$ cat config.mk
export PLATFORM = sky130hd
export DESIGN_NAME = bank_interleave_sched
export DESIGN_NICKNAME = d
export VERILOG_FILES = /design/src/rtl/bis_pkg.sv /design/src/rtl/bis_bank_timer.sv /design/src/rtl/bis_rd_hold.sv /design/src/rtl/bis_tag_fifo.sv /design/src/rtl/bank_interleave_sched.sv
export SDC_FILE = /design/constraint.sdc
export NUM_CORES = 1
export LEC_CHECK = 0
export BUFFER_PORTS_ARGS = -buffer_cell sky130_fd_sc_hd__buf_4
export CAP_MARGIN = 20
export CORE_MARGIN = 2
export CORE_UTILIZATION = 52
export CTS_CLUSTER_DIAMETER = 40
export DETAILED_ROUTE_END_ITERATION = 7
export GPL_ROUTABILITY_DRIVEN = 0
export GPL_TIMING_DRIVEN = 1
export PLACE_DENSITY = 0.79
export SLEW_MARGIN = 20
export SYNTH_ARGS = -nofsm -noshare
export SYNTH_HDL_FRONTEND = slang
export SYNTH_SLANG_ARGS = --single-unit
$ cat constraint.sdc
create_clock -name clk -period 3.76 [get_ports clk]
set_clock_uncertainty 0.15 [all_clocks]
set_input_delay 0.752 -clock clk [delete_from_list [all_inputs] [get_ports clk]]
set_output_delay 0.752 -clock clk [all_outputs]
set_load 0.1 [all_outputs]
$ cat src/rtl/bis_pkg.sv
package bis_pkg;

  // Width of an index able to select one of n items (at least one bit).
  function automatic int unsigned idx_w(input int unsigned n);
    return (n > 1) ? $clog2(n) : 1;
  endfunction

  // Counter width able to hold the value n.
  function automatic int unsigned cnt_w(input int unsigned n);
    return (n > 1) ? $clog2(n + 1) : 1;
  endfunction

endpackage

$ cat src/rtl/bis_bank_timer.sv
// Per-bank occupancy timer: busy for LAT cycles starting at the issue cycle.
module bis_bank_timer #(
  parameter int unsigned LAT = 4
) (
  input  logic clk,
  input  logic rst_n,
  input  logic issue,
  output logic free
);
  import bis_pkg::*;

  localparam int unsigned CW = cnt_w(LAT - 1);

  logic [CW-1:0] cnt_q;
  logic [CW-1:0] cnt_d;
  logic          cnt_en;

  always_comb begin
    cnt_en = 1'b0;
    cnt_d  = cnt_q;
    if (issue) begin
      cnt_en = 1'b1;
      cnt_d  = CW'(LAT - 1);
    end else if (cnt_q != '0) begin
      cnt_en = 1'b1;
      cnt_d  = cnt_q - 1'b1;
    end
  end

  always_ff @(posedge clk or negedge rst_n) begin
    if (!rst_n) begin
      cnt_q <= '0;
    end else if (cnt_en) begin
      cnt_q <= cnt_d;
    end
  end

  assign free = (cnt_q == '0);

  AST_NO_ISSUE_BUSY: assert property (@(posedge clk) disable iff (!rst_n)
    issue |-> free);

  AST_BUSY_AFTER_ISSUE: assert property (@(posedge clk) disable iff (!rst_n)
    issue |=> !free);

endmodule

$ cat src/rtl/bis_rd_hold.sv
// Per-bank read-data holding register, released when its tag reaches the head.
module bis_rd_hold #(
  parameter int unsigned DATA_W = 32
) (
  input  logic              clk,
  input  logic              rst_n,
  input  logic              rd_valid,
  input  logic [DATA_W-1:0] rd_data,
  input  logic              take,
  output logic              held,
  output logic [DATA_W-1:0] held_data
);

  logic held_q;
  logic held_d;
  logic [DATA_W-1:0] data_q;

  always_comb begin
    held_d = held_q;
    if (take)     held_d = 1'b0;
    if (rd_valid) held_d = 1'b1;
  end

  always_ff @(posedge clk or negedge rst_n) begin
    if (!rst_n) begin
      held_q <= 1'b0;
    end else begin
      held_q <= held_d;
    end
  end

  always_ff @(posedge clk) begin
    if (rd_valid) begin
      data_q <= rd_data;
    end
  end

  assign held      = held_q;
  assign held_data = data_q;

  AST_NO_CLOBBER: assert property (@(posedge clk) disable iff (!rst_n)
    rd_valid |-> (!held_q || take));

  AST_TAKE_HELD: assert property (@(posedge clk) disable iff (!rst_n)
    take |-> held_q);

endmodule

$ cat src/rtl/bis_tag_fifo.sv
// Issue-order FIFO of bank tags.
module bis_tag_fifo #(
  parameter int unsigned DEPTH = 8,
  parameter int unsigned TAG_W = 2
) (
  input  logic             clk,
  input  logic             rst_n,
  input  logic             push,
  input  logic [TAG_W-1:0] din,
  input  logic             pop,
  output logic [TAG_W-1:0] dout,
  output logic             empty,
  output logic             full
);
  import bis_pkg::*;

  localparam int unsigned PW = idx_w(DEPTH);
  localparam int unsigned CW = cnt_w(DEPTH);

  logic [TAG_W-1:0] mem [DEPTH];
  logic [PW-1:0] wr_q, wr_d, rd_q, rd_d;
  logic [CW-1:0] cnt_q, cnt_d;

  always_comb begin
    wr_d  = wr_q;
    rd_d  = rd_q;
    cnt_d = cnt_q;
    if (push) wr_d = (wr_q == PW'(DEPTH - 1)) ? '0 : wr_q + 1'b1;
    if (pop)  rd_d = (rd_q == PW'(DEPTH - 1)) ? '0 : rd_q + 1'b1;
    if (push && !pop)      cnt_d = cnt_q + 1'b1;
    else if (pop && !push) cnt_d = cnt_q - 1'b1;
  end

  always_ff @(posedge clk or negedge rst_n) begin
    if (!rst_n) begin
      wr_q  <= '0;
      rd_q  <= '0;
      cnt_q <= '0;
    end else begin
      wr_q  <= wr_d;
      rd_q  <= rd_d;
      cnt_q <= cnt_d;
    end
  end

  always_ff @(posedge clk) begin
    if (push) begin
      mem[wr_q] <= din;
    end
  end

  assign dout  = mem[rd_q];
  assign empty = (cnt_q == '0);
  assign full  = (cnt_q == CW'(DEPTH));

  AST_NO_OVERFLOW: assert property (@(posedge clk) disable iff (!rst_n)
    push |-> (!full || pop));

  AST_NO_UNDERFLOW: assert property (@(posedge clk) disable iff (!rst_n)
    pop |-> !empty);

endmodule

$ cat src/rtl/bank_interleave_sched.sv
module bank_interleave_sched #(
  parameter int unsigned NUM_BANKS = 4,
  parameter int unsigned ADDR_W    = 16,
  parameter int unsigned DATA_W    = 32,
  parameter int unsigned BANK_LAT  = 4,
  localparam int unsigned BANK_W   = bis_pkg::idx_w(NUM_BANKS),
  localparam int unsigned BANK_AW  = ADDR_W - BANK_W
) (
  input  logic                           clk,
  input  logic                           rst_n,
  input  logic                           req_valid,
  output logic                           req_ready,
  input  logic [ADDR_W-1:0]              req_addr,
  output logic [NUM_BANKS-1:0]           bank_cmd_valid,
  output logic [NUM_BANKS*BANK_AW-1:0]   bank_cmd_addr,
  input  logic [NUM_BANKS-1:0]           bank_rd_valid,
  input  logic [NUM_BANKS*DATA_W-1:0]    bank_rd_data,
  output logic                           rsp_valid,
  output logic [DATA_W-1:0]              rsp_data
);

  // Live tags span acceptance to pop: BANK_LAT+2 at most, plus margin.
  localparam int unsigned TAG_DEPTH = NUM_BANKS + BANK_LAT;

  logic [BANK_W-1:0]    req_bank;
  logic [BANK_AW-1:0]   req_inaddr;
  logic [NUM_BANKS-1:0] bank_free;
  logic [NUM_BANKS-1:0] issue_vec;
  logic [NUM_BANKS-1:0] take_vec;
  logic [NUM_BANKS-1:0] held_vec;
  logic [DATA_W-1:0]    held_data [NUM_BANKS];
  logic                 accept;
  logic                 fifo_full;
  logic                 fifo_empty;
  logic [BANK_W-1:0]    head_tag;
  logic                 pop;

  logic [NUM_BANKS-1:0] cmd_valid_q;
  logic [BANK_AW-1:0]   cmd_addr_q [NUM_BANKS];
  logic                 rsp_valid_q;
  logic [DATA_W-1:0]    rsp_data_q;
  logic [DATA_W-1:0]    rsp_data_d;

  // Address split and admission.
  assign req_bank   = req_addr[BANK_W-1:0];
  assign req_inaddr = req_addr[ADDR_W-1:BANK_W];
  assign req_ready  = bank_free[req_bank] && !fifo_full;
  assign accept     = req_valid && req_ready;

  always_comb begin
    issue_vec = '0;
    if (accept) issue_vec[req_bank] = 1'b1;
  end

  // Per-bank timers, command registers and read-data holding.
  for (genvar b = 0; b < NUM_BANKS; b++) begin : g_bank
    bis_bank_timer #(.LAT(BANK_LAT)) u_timer (
      .clk   (clk),
      .rst_n (rst_n),
      .issue (issue_vec[b]),
      .free  (bank_free[b])
    );

    always_ff @(posedge clk or negedge rst_n) begin
      if (!rst_n) begin
        cmd_valid_q[b] <= 1'b0;
      end else begin
        cmd_valid_q[b] <= issue_vec[b];
      end
    end

    always_ff @(posedge clk) begin
      if (issue_vec[b]) begin
        cmd_addr_q[b] <= req_inaddr;
      end
    end

    assign bank_cmd_addr[b*BANK_AW +: BANK_AW] = cmd_addr_q[b];
    assign take_vec[b] = pop && (head_tag == BANK_W'(b));

    bis_rd_hold #(.DATA_W(DATA_W)) u_hold (
      .clk       (clk),
      .rst_n     (rst_n),
      .rd_valid  (bank_rd_valid[b]),
      .rd_data   (bank_rd_data[b*DATA_W +: DATA_W]),
      .take      (take_vec[b]),
      .held      (held_vec[b]),
      .held_data (held_data[b])
    );
  end

  assign bank_cmd_valid = cmd_valid_q;

  // Issue-order reassembly.
  bis_tag_fifo #(.DEPTH(TAG_DEPTH), .TAG_W(BANK_W)) u_tags (
    .clk   (clk),
    .rst_n (rst_n),
    .push  (accept),
    .din   (req_bank),
    .pop   (pop),
    .dout  (head_tag),
    .empty (fifo_empty),
    .full  (fifo_full)
  );

  assign pop = !fifo_empty && held_vec[head_tag];

  always_comb begin
    rsp_data_d = rsp_data_q;
    if (pop) rsp_data_d = held_data[head_tag];
  end

  always_ff @(posedge clk or negedge rst_n) begin
    if (!rst_n) begin
      rsp_valid_q <= 1'b0;
    end else begin
      rsp_valid_q <= pop;
    end
  end

  always_ff @(posedge clk) begin
    if (pop) begin
      rsp_data_q <= rsp_data_d;
    end
  end

  assign rsp_valid = rsp_valid_q;
  assign rsp_data  = rsp_data_q;

  AST_CMD_ONEHOT: assert property (@(posedge clk) disable iff (!rst_n)
    $onehot0(bank_cmd_valid));

  AST_CMD_AFTER_ACCEPT: assert property (@(posedge clk) disable iff (!rst_n)
    accept |=> ($countones(bank_cmd_valid) == 1));

  AST_RSP_HAS_TAG: assert property (@(posedge clk) disable iff (!rst_n)
    pop |=> rsp_valid);

  AST_READY_AFTER_RESET: assert property (@(posedge clk) disable iff (!rst_n)
    ($past(!rst_n) && !fifo_full) |-> req_ready);

endmodule

# Word level (Yosys, flattened, before mapping)
# Memory sizes are Yosys's and may differ from the RTL's.
# Index checks and enable logic that the tools add are counted.
# classes
addsub,8
multipliers,0
div_mod_pow,0
n_lt_le_gt_ge,4
n_eq_ne,6
shift,0
mux,57
bitwise,1
reduce_logical,40
# op_table
cell,n
$bmux W32 S2,1
$mux W32,2
$mux W14,3
$reduce_or A14 Y1,3
$mux W1,32
$reduce_bool A2 Y1,13
$mux W2,11
$mux W4,3
$logic_and A1 B1 Y1,10
$logic_not A2 Y1,5
$reduce_and A2 Y1,4
$sub A2 B1 Y2 const B,4
$add A3 B1 Y3 const B,2
$eq A3 B3 Y1 const B,2
$lt A2 B3 Y1 const B,2
$mux W3,2
$add A4 B1 Y4 const B,1
$bmux W1 S2,2
$eq A2 B2 Y1 const B,2
$eq A4 B4 Y1 const B,1
$logic_not A1 Y1,4
$logic_not A4 Y1,1
$sub A4 B1 Y4 const B,1
$ge A3 B3 Y1 const B,1
other kinds (4),4
# word_totals
regBits,187
latch_bits,0
mem_bits_rw,72
romBits,0
inputBits,151
output_inout_bits,94
wordCells,139
n_memories,2
# memory_table
memory,depth,width,read_ports,rd_clocked_by_memory_dff,wr,line,source
cmd_addr_q,4,14,4,0,1,bank_interleave_sched.sv:39,logic [BANK_AW-1:0] cmd_addr_q [NUM_BANKS];
u_tags.mem,8,2,1,0,1,bis_tag_fifo.sv:20,logic [TAG_W-1:0] mem [DEPTH];

# Depth between registers and ports, before layout
# logic_depth
word_depth,12
ltp_mapped,14
depth_no_buf,13

# Cells and area by module
# Synthesis repeated with hierarchy kept, for this count alone.
# unflattened
cells_unflattened,418
hier_area_um2,9406.5
# modules_own_cells
mod,instances,cells_per_inst,area_per_inst_um2,seq_area_each_um2
bis_rd_hold,4,35,997.2,985.9
bank_interleave_sched,1,150,3736.1,2767.7
bis_tag_fifo,1,89,1268.7,730.7
bis_bank_timer (g_bank[1].u_timer ...),3,10,105.1,50.0
bis_bank_timer (g_bank[0].u_timer),1,9,97.6,50.0

# Worst setup path before layout
# OpenSTA, ideal clock, no wires.
# synth_path
path_kind,input-to-output
from,input req_addr[0]
to,output req_ready
arrival_ps,2433
required_ps,2858
setup_slack_ps,425
cell_stages,2
n_path_buf,0
cell_sequence,mux4_2 -> nor2b_1
# synth_via
elab_chain_cells,3
# synth_lines
item,line,source
start: declaration,bank_interleave_sched.sv:13,"input logic [ADDR_W-1:0] req_addr,"
$bmux W1 S2,bank_interleave_sched.sv:47,assign req_ready = bank_free[req_bank] && !fifo_full;
$mux W1 (implied by the code),bank_interleave_sched.sv:47,
$logic_and A1 B1 Y1,bank_interleave_sched.sv:47,
end: declaration,bank_interleave_sched.sv:12,"output logic req_ready,"
# Every way passes these cells. The select of a mux whose other input is x is not followed.

# Worst setup path in the final report
# layout_path
from,register u_tags.rd_q[0]
to,register u_tags.cnt_q[3]
# layout_via
elab_chain_cells,7
elab_cells_between_ends,9
classes_between,3 x mux; 5 x reduce/logical; 1 x memory
# layout_lines
item,line,source
start: declaration,bis_tag_fifo.sv:21,"logic [PW-1:0] wr_q, wr_d, rd_q, rd_d;"
start signal: assignment,bis_tag_fifo.sv:41,rd_q <= rd_d;
$mem_v2 Z8 W2 (*),-,
$bmux W1 S2 (*),bank_interleave_sched.sv:106,assign pop = !fifo_empty && held_vec[head_tag];
$mux W1 (implied by the code) (*),bank_interleave_sched.sv:106,
$logic_and A1 B1 Y1 (*),bank_interleave_sched.sv:106,
$logic_not A1 Y1,bis_tag_fifo.sv:30,if (push && !pop) cnt_d = cnt_q + 1'b1;
$logic_and A1 B1 Y1,bis_tag_fifo.sv:30,
$mux W4 / $reduce_bool A2 Y1 (equally long branches),-,
end signal: assignment,bis_tag_fifo.sv:42,cnt_q <= cnt_d;
end: declaration,bis_tag_fifo.sv:22,"logic [CW-1:0] cnt_q, cnt_d;"
# Mark *: on every way between the ends. The rest lies on a longest branch, timed or not. The select of a mux whose other input is x is not followed.
# A chain may end at the register's enable or synchronous reset.

==> Flow_metrics.wiki <==
{| class="wikitable"
! Metric !! Value
|-
| Clock insertion delay at the later pin of the skew report || approximately 520 ps
|-
| Clock group share of total power || 0.256
|-
| Clock buffer count from CTS || 29
|-
| First-pass iteration count of the detailed router || 4
|-
| Status || finished, final reports clean
|-
| Core region area || ~18000 µm²
|-
| DIE WIDTH || 138.8 µm
|-
| Type of origin of the critical path || flop
|-
| Initial antenna violation count || 0
|-
| Pin count of the biggest net entering global routing || 67
|-
| CTS clock-pin slew for the worst setup and hold paths || 60 ps
|-
| Maximum ir drop on the vdd rail || approximately 0.84 mV
|-
| Number of rows in the core area || slightly below 50
|-
| Area growth from synthesis to layout || 33.48%
|-
| Number of enable flip-flop cells after synthesis || ~230
|-
| H-tree depth || 1
|-
| Number of different library cells in the post-synthesis netlist || 34
|-
| Buffer cell driving the clock tree root || sky130_fd_sc_hd__clkbuf_16
|-
| Category of the critical setup timing path || flop to flop
|-
| Total Routed Length || around 22000 µm
|-
| Highest achievable clock rate || slightly below 300 MHz
|-
| Number of cells produced by synthesis || roughly 550
|-
| Slack of the critical path || about 350 ps
|-
| Net count of the mapped netlist || just over 700
|-
| Unrepaired setup endpoints after global routing || false
|-
| Async S/R FF share, synth || 0.1042
|-
| Flops & latches, synth || 259
|-
| Number of hold violations in the final report || 0
|-
| Switch share || 0.3934
|-
| Static leakage power || between 4 and 5 nW
|-
| WL/cell || 20.79 µm
|-
| Average footprint of a synthesized cell || 17.27 µm²
|-
| HPWL after detailed placement || approximately 15000 µm
|-
| Actual transition at the worst max-transition pin || between 800 and 900 ps
|-
| Fill cell count || approximately 1100
|-
| Min-delay worst type || input port to flop
|-
| Main area contributors after synthesis || sky130_fd_sc_hd__edfxtp_1 74%, sky130_fd_sc_hd__dfrtp_1 7.2%, sky130_fd_sc_hd__nand2_1 3.3%
|-
| Fin. max-slew vios || 0
|-
| CP Data Required Time || about 4000 ps
|-
| I/O Pins || 245
|-
| Post-layout total power || approximately 0.011 W
|-
| Via density || roughly 5.4
|-
| Total negative slack || 0 ps
|-
| Most common cell in the netlist || sky130_fd_sc_hd__edfxtp_1
|-
| Clock tree from TritonCTS || done
|-
| Fin nets || slightly below 1000
|-
| Buffers from clock root to sink, at most || 3
|-
| Setup-failing EPs final || 0
|-
| Total track usage || 0.2240
|-
| Synth Flop Type || sky130_fd_sc_hd__edfxtp_1
|-
| Number of global-route vias before repair || roughly 6300
|-
| Commonest cells post-synth || 232 x sky130_fd_sc_hd__edfxtp_1, 82 x sky130_fd_sc_hd__nand2_1, 32 x sky130_fd_sc_hd__a211oi_1, 32 x sky130_fd_sc_hd__a31oi_1, 32 x sky130_fd_sc_hd__and2_1
|-
| Largest area contributor in the netlist || sky130_fd_sc_hd__edfxtp_1
|-
| Number of diodes added for antenna fixing || 0
|-
| Power Density || a little over 900 nW/µm²
|-
| Setup crit end kind || flop
|-
| Worst slack at placement || between 300 and 400 ps
|-
| Global-route wire length before repair || approximately 34000 µm
|-
| Share of final-layout standard cells stronger than drive strength 1 || 0.3747
|-
| Cell Int Power || approximately 0.007 W
|-
| Number of max-cap violations || 0
|-
| Height of the chip || roughly 140 µm
|-
| Die area || around 19000 µm²
|-
| Vias after detailed routing || 5770
|-
| Slew margin rel. || 0.4212
|-
| Starting Density || 0.5277
|-
| DRC Markers || 0
|-
| Area fraction of the dominant cell type after synthesis || 0.7375
|-
| Grt total ovfl || 0
|-
| Fraction of power consumed by sequential logic || 0.357
|-
| Number of warnings issued by yosys || 0
|-
| Quantity of I/O buffers inserted on ports || between 200 and 250
|-
| Remaining antenna violation count after routing || 0
|-
| DR iter-0 viols || 331
|-
| Final worst-path cycle share || 0.9069
|-
| Min Clock Period, post-route || 3410 ps
|-
| Sw power || 0.004505 W
|-
| Post-synthesis cell area || 9447 µm²
|-
| Relative contribution of combinational cells to total power || 0.387
|-
| Clock Sink Count || 259
|-
| Share of synthesized area occupied by flip-flops and latches || 0.8090
|-
| Largest fanout of any net on the critical path || 5
|-
| Worst endpoint data arrival time || between 3000 and 4000 ps
|}
## kinds of logic (layout without fill, tap and decap cells)
kind of cell / Yosys count / after routing / share of synthesized area
and+or+nand+nor: 140 / 140 / 0.07060
xor gates and xnor gates: 8 / 8 / 0.007418
adders and majority gates: 12 / 12 / 0.01669
muxes: 16 / 16 / 0.02437
buffers and inverters: 36 / 319 / 0.01563
AOI/OAI and AO/OA: 76 / 76 / 0.05629
DFF: 259 / 259 / 0.8090
## area by class of cell
class	count	area, µm²	area share
clock inverters	21	259.0	0.02054
clock buffers	32	767.0	0.06083
inverters	13	48.80	0.003870
multi-input cells	252	1679	0.1332
repair buffers	253	1927	0.1528
well taps	229	286.5	0.02272
flip-flops and latches	259	7642	0.6061
## layout by cell type (no fill, tap or decap), types with 3 or more instances in the layout
| master | count |
|---|---|
| sky130_fd_sc_hd__buf_4 | 250 |
| sky130_fd_sc_hd__edfxtp_1 | 232 |
| sky130_fd_sc_hd__nand2_1 | 82 |
| sky130_fd_sc_hd__and2_1 | 32 |
| sky130_fd_sc_hd__a211oi_1 | 32 |
| sky130_fd_sc_hd__a31oi_1 | 32 |
| sky130_fd_sc_hd__clkbuf_16 | 29 |
| sky130_fd_sc_hd__dfrtp_1 | 27 |
| sky130_fd_sc_hd__inv_1 | 13 |
| sky130_fd_sc_hd__ha_1 | 11 |
| sky130_fd_sc_hd__nor2_1 | 7 |
| sky130_fd_sc_hd__a21o_1 | 6 |
| sky130_fd_sc_hd__bufinv_16 | 6 |
| sky130_fd_sc_hd__clkinv_1 | 6 |
| sky130_fd_sc_hd__mux4_2 | 5 |
| sky130_fd_sc_hd__xor2_1 | 5 |
| sky130_fd_sc_hd__clkinv_2 | 5 |
| sky130_fd_sc_hd__mux2i_1 | 4 |
| sky130_fd_sc_hd__mux2_2 | 3 |
| sky130_fd_sc_hd__nor4b_1 | 3 |
| sky130_fd_sc_hd__nor3_1 | 3 |
| sky130_fd_sc_hd__xnor2_1 | 3 |
| sky130_fd_sc_hd__mux2_1 | 3 |
| sky130_fd_sc_hd__clkinvlp_4 | 3 |
| sky130_fd_sc_hd__clkbuf_8 | 3 |
## worst max-delay path: stages, from the launching register on
cell and delay (ps):
sky130_fd_sc_hd__dfrtp_1 410, sky130_fd_sc_hd__mux4_2 560, sky130_fd_sc_hd__mux2_2 320, sky130_fd_sc_hd__mux4_2 460, sky130_fd_sc_hd__nand2b_4 120, sky130_fd_sc_hd__ha_1 180, sky130_fd_sc_hd__inv_1 90, sky130_fd_sc_hd__ha_1 280
sky130_fd_sc_hd__a21o_1 180, sky130_fd_sc_hd__a21oi_1 190, sky130_fd_sc_hd__xnor2_1 140, sky130_fd_sc_hd__nor2_1 60, sky130_fd_sc_hd__xor2_1 140
## flip-flops by register name, summed over array words and instances (netlist names)
register,flops
g_bank.u_timer.cnt_q,8
g_bank.u_hold.held_data,128
u_tags.rd_q,3
u_tags.cnt_q,4
u_tags.wr_q,3
u_tags.mem,16
rsp_valid,1
g_bank.u_hold.held,4
bank_cmd_valid,4
cmd_addr_q,56
rsp_data,32
## what timing repair did
item,in CTS,in global routing
buffers inserted,0,0
gates resized for setup,0,0
hold endpoints to repair,27,0
hold buffers,1,0
## stage by stage
step	hold slack, ps	util	std cells	area, µm²
finish	250.8	0.7044	1059	12610
global route	227.8	0.7044	1059	12610
CTS	233.1	0.7044	1059	12610
detailed placement	325.5	0.6465	1005	11570
global placement	321.1	0.6465	1005	11570
floorplan	293.7	-	547	9447
## worst paths after layout
kind                                             from                             end  slack, ps  depth (start not counted)
worst max-delay path                   u_tags.rd_q[0]                 u_tags.cnt_q[3]        350                         12
worst min-delay path                bank_rd_data[126]  g_bank[3].u_hold.held_data[30]        250                          1
worst max register to register         u_tags.rd_q[0]                 u_tags.cnt_q[3]        350                         12
worst min register to register  g_bank[2].u_hold.held           g_bank[2].u_hold.held        340                          1
max in group asynchronous                       rst_n           g_bank[3].u_hold.held       2650                          2
min in group asynchronous                       rst_n               bank_cmd_valid[3]        530                          2
## routing by layer
metal,global-route usage,vias to the layer above,wire length (µm),share of wire
met5,0,-,0,0
met4,0.06699,0,580,0.026
met3,0.06975,47,2787,0.13
met2,0.3873,323,10770,0.49
met1,0.2731,2796,7876,0.36
li1,-,2604,-,-
## power groups by stage
| stage | combinational (W) | clock (W) | sequential, W |
|---|---|---|---|
| finish | 0.00443 | 0.00293 | 0.00409 |
| global route | 0.00474 | 0.00310 | 0.00414 |
| CTS | 0.00447 | 0.00298 | 0.00409 |
| detailed placement | 0.00446 | 0 | 0.00414 |
| global placement | 0.00430 | 0 | 0.00411 |
| floorplan | 0.00177 | 0 | 0.00568 |
(Power assumes the default switching activity.)
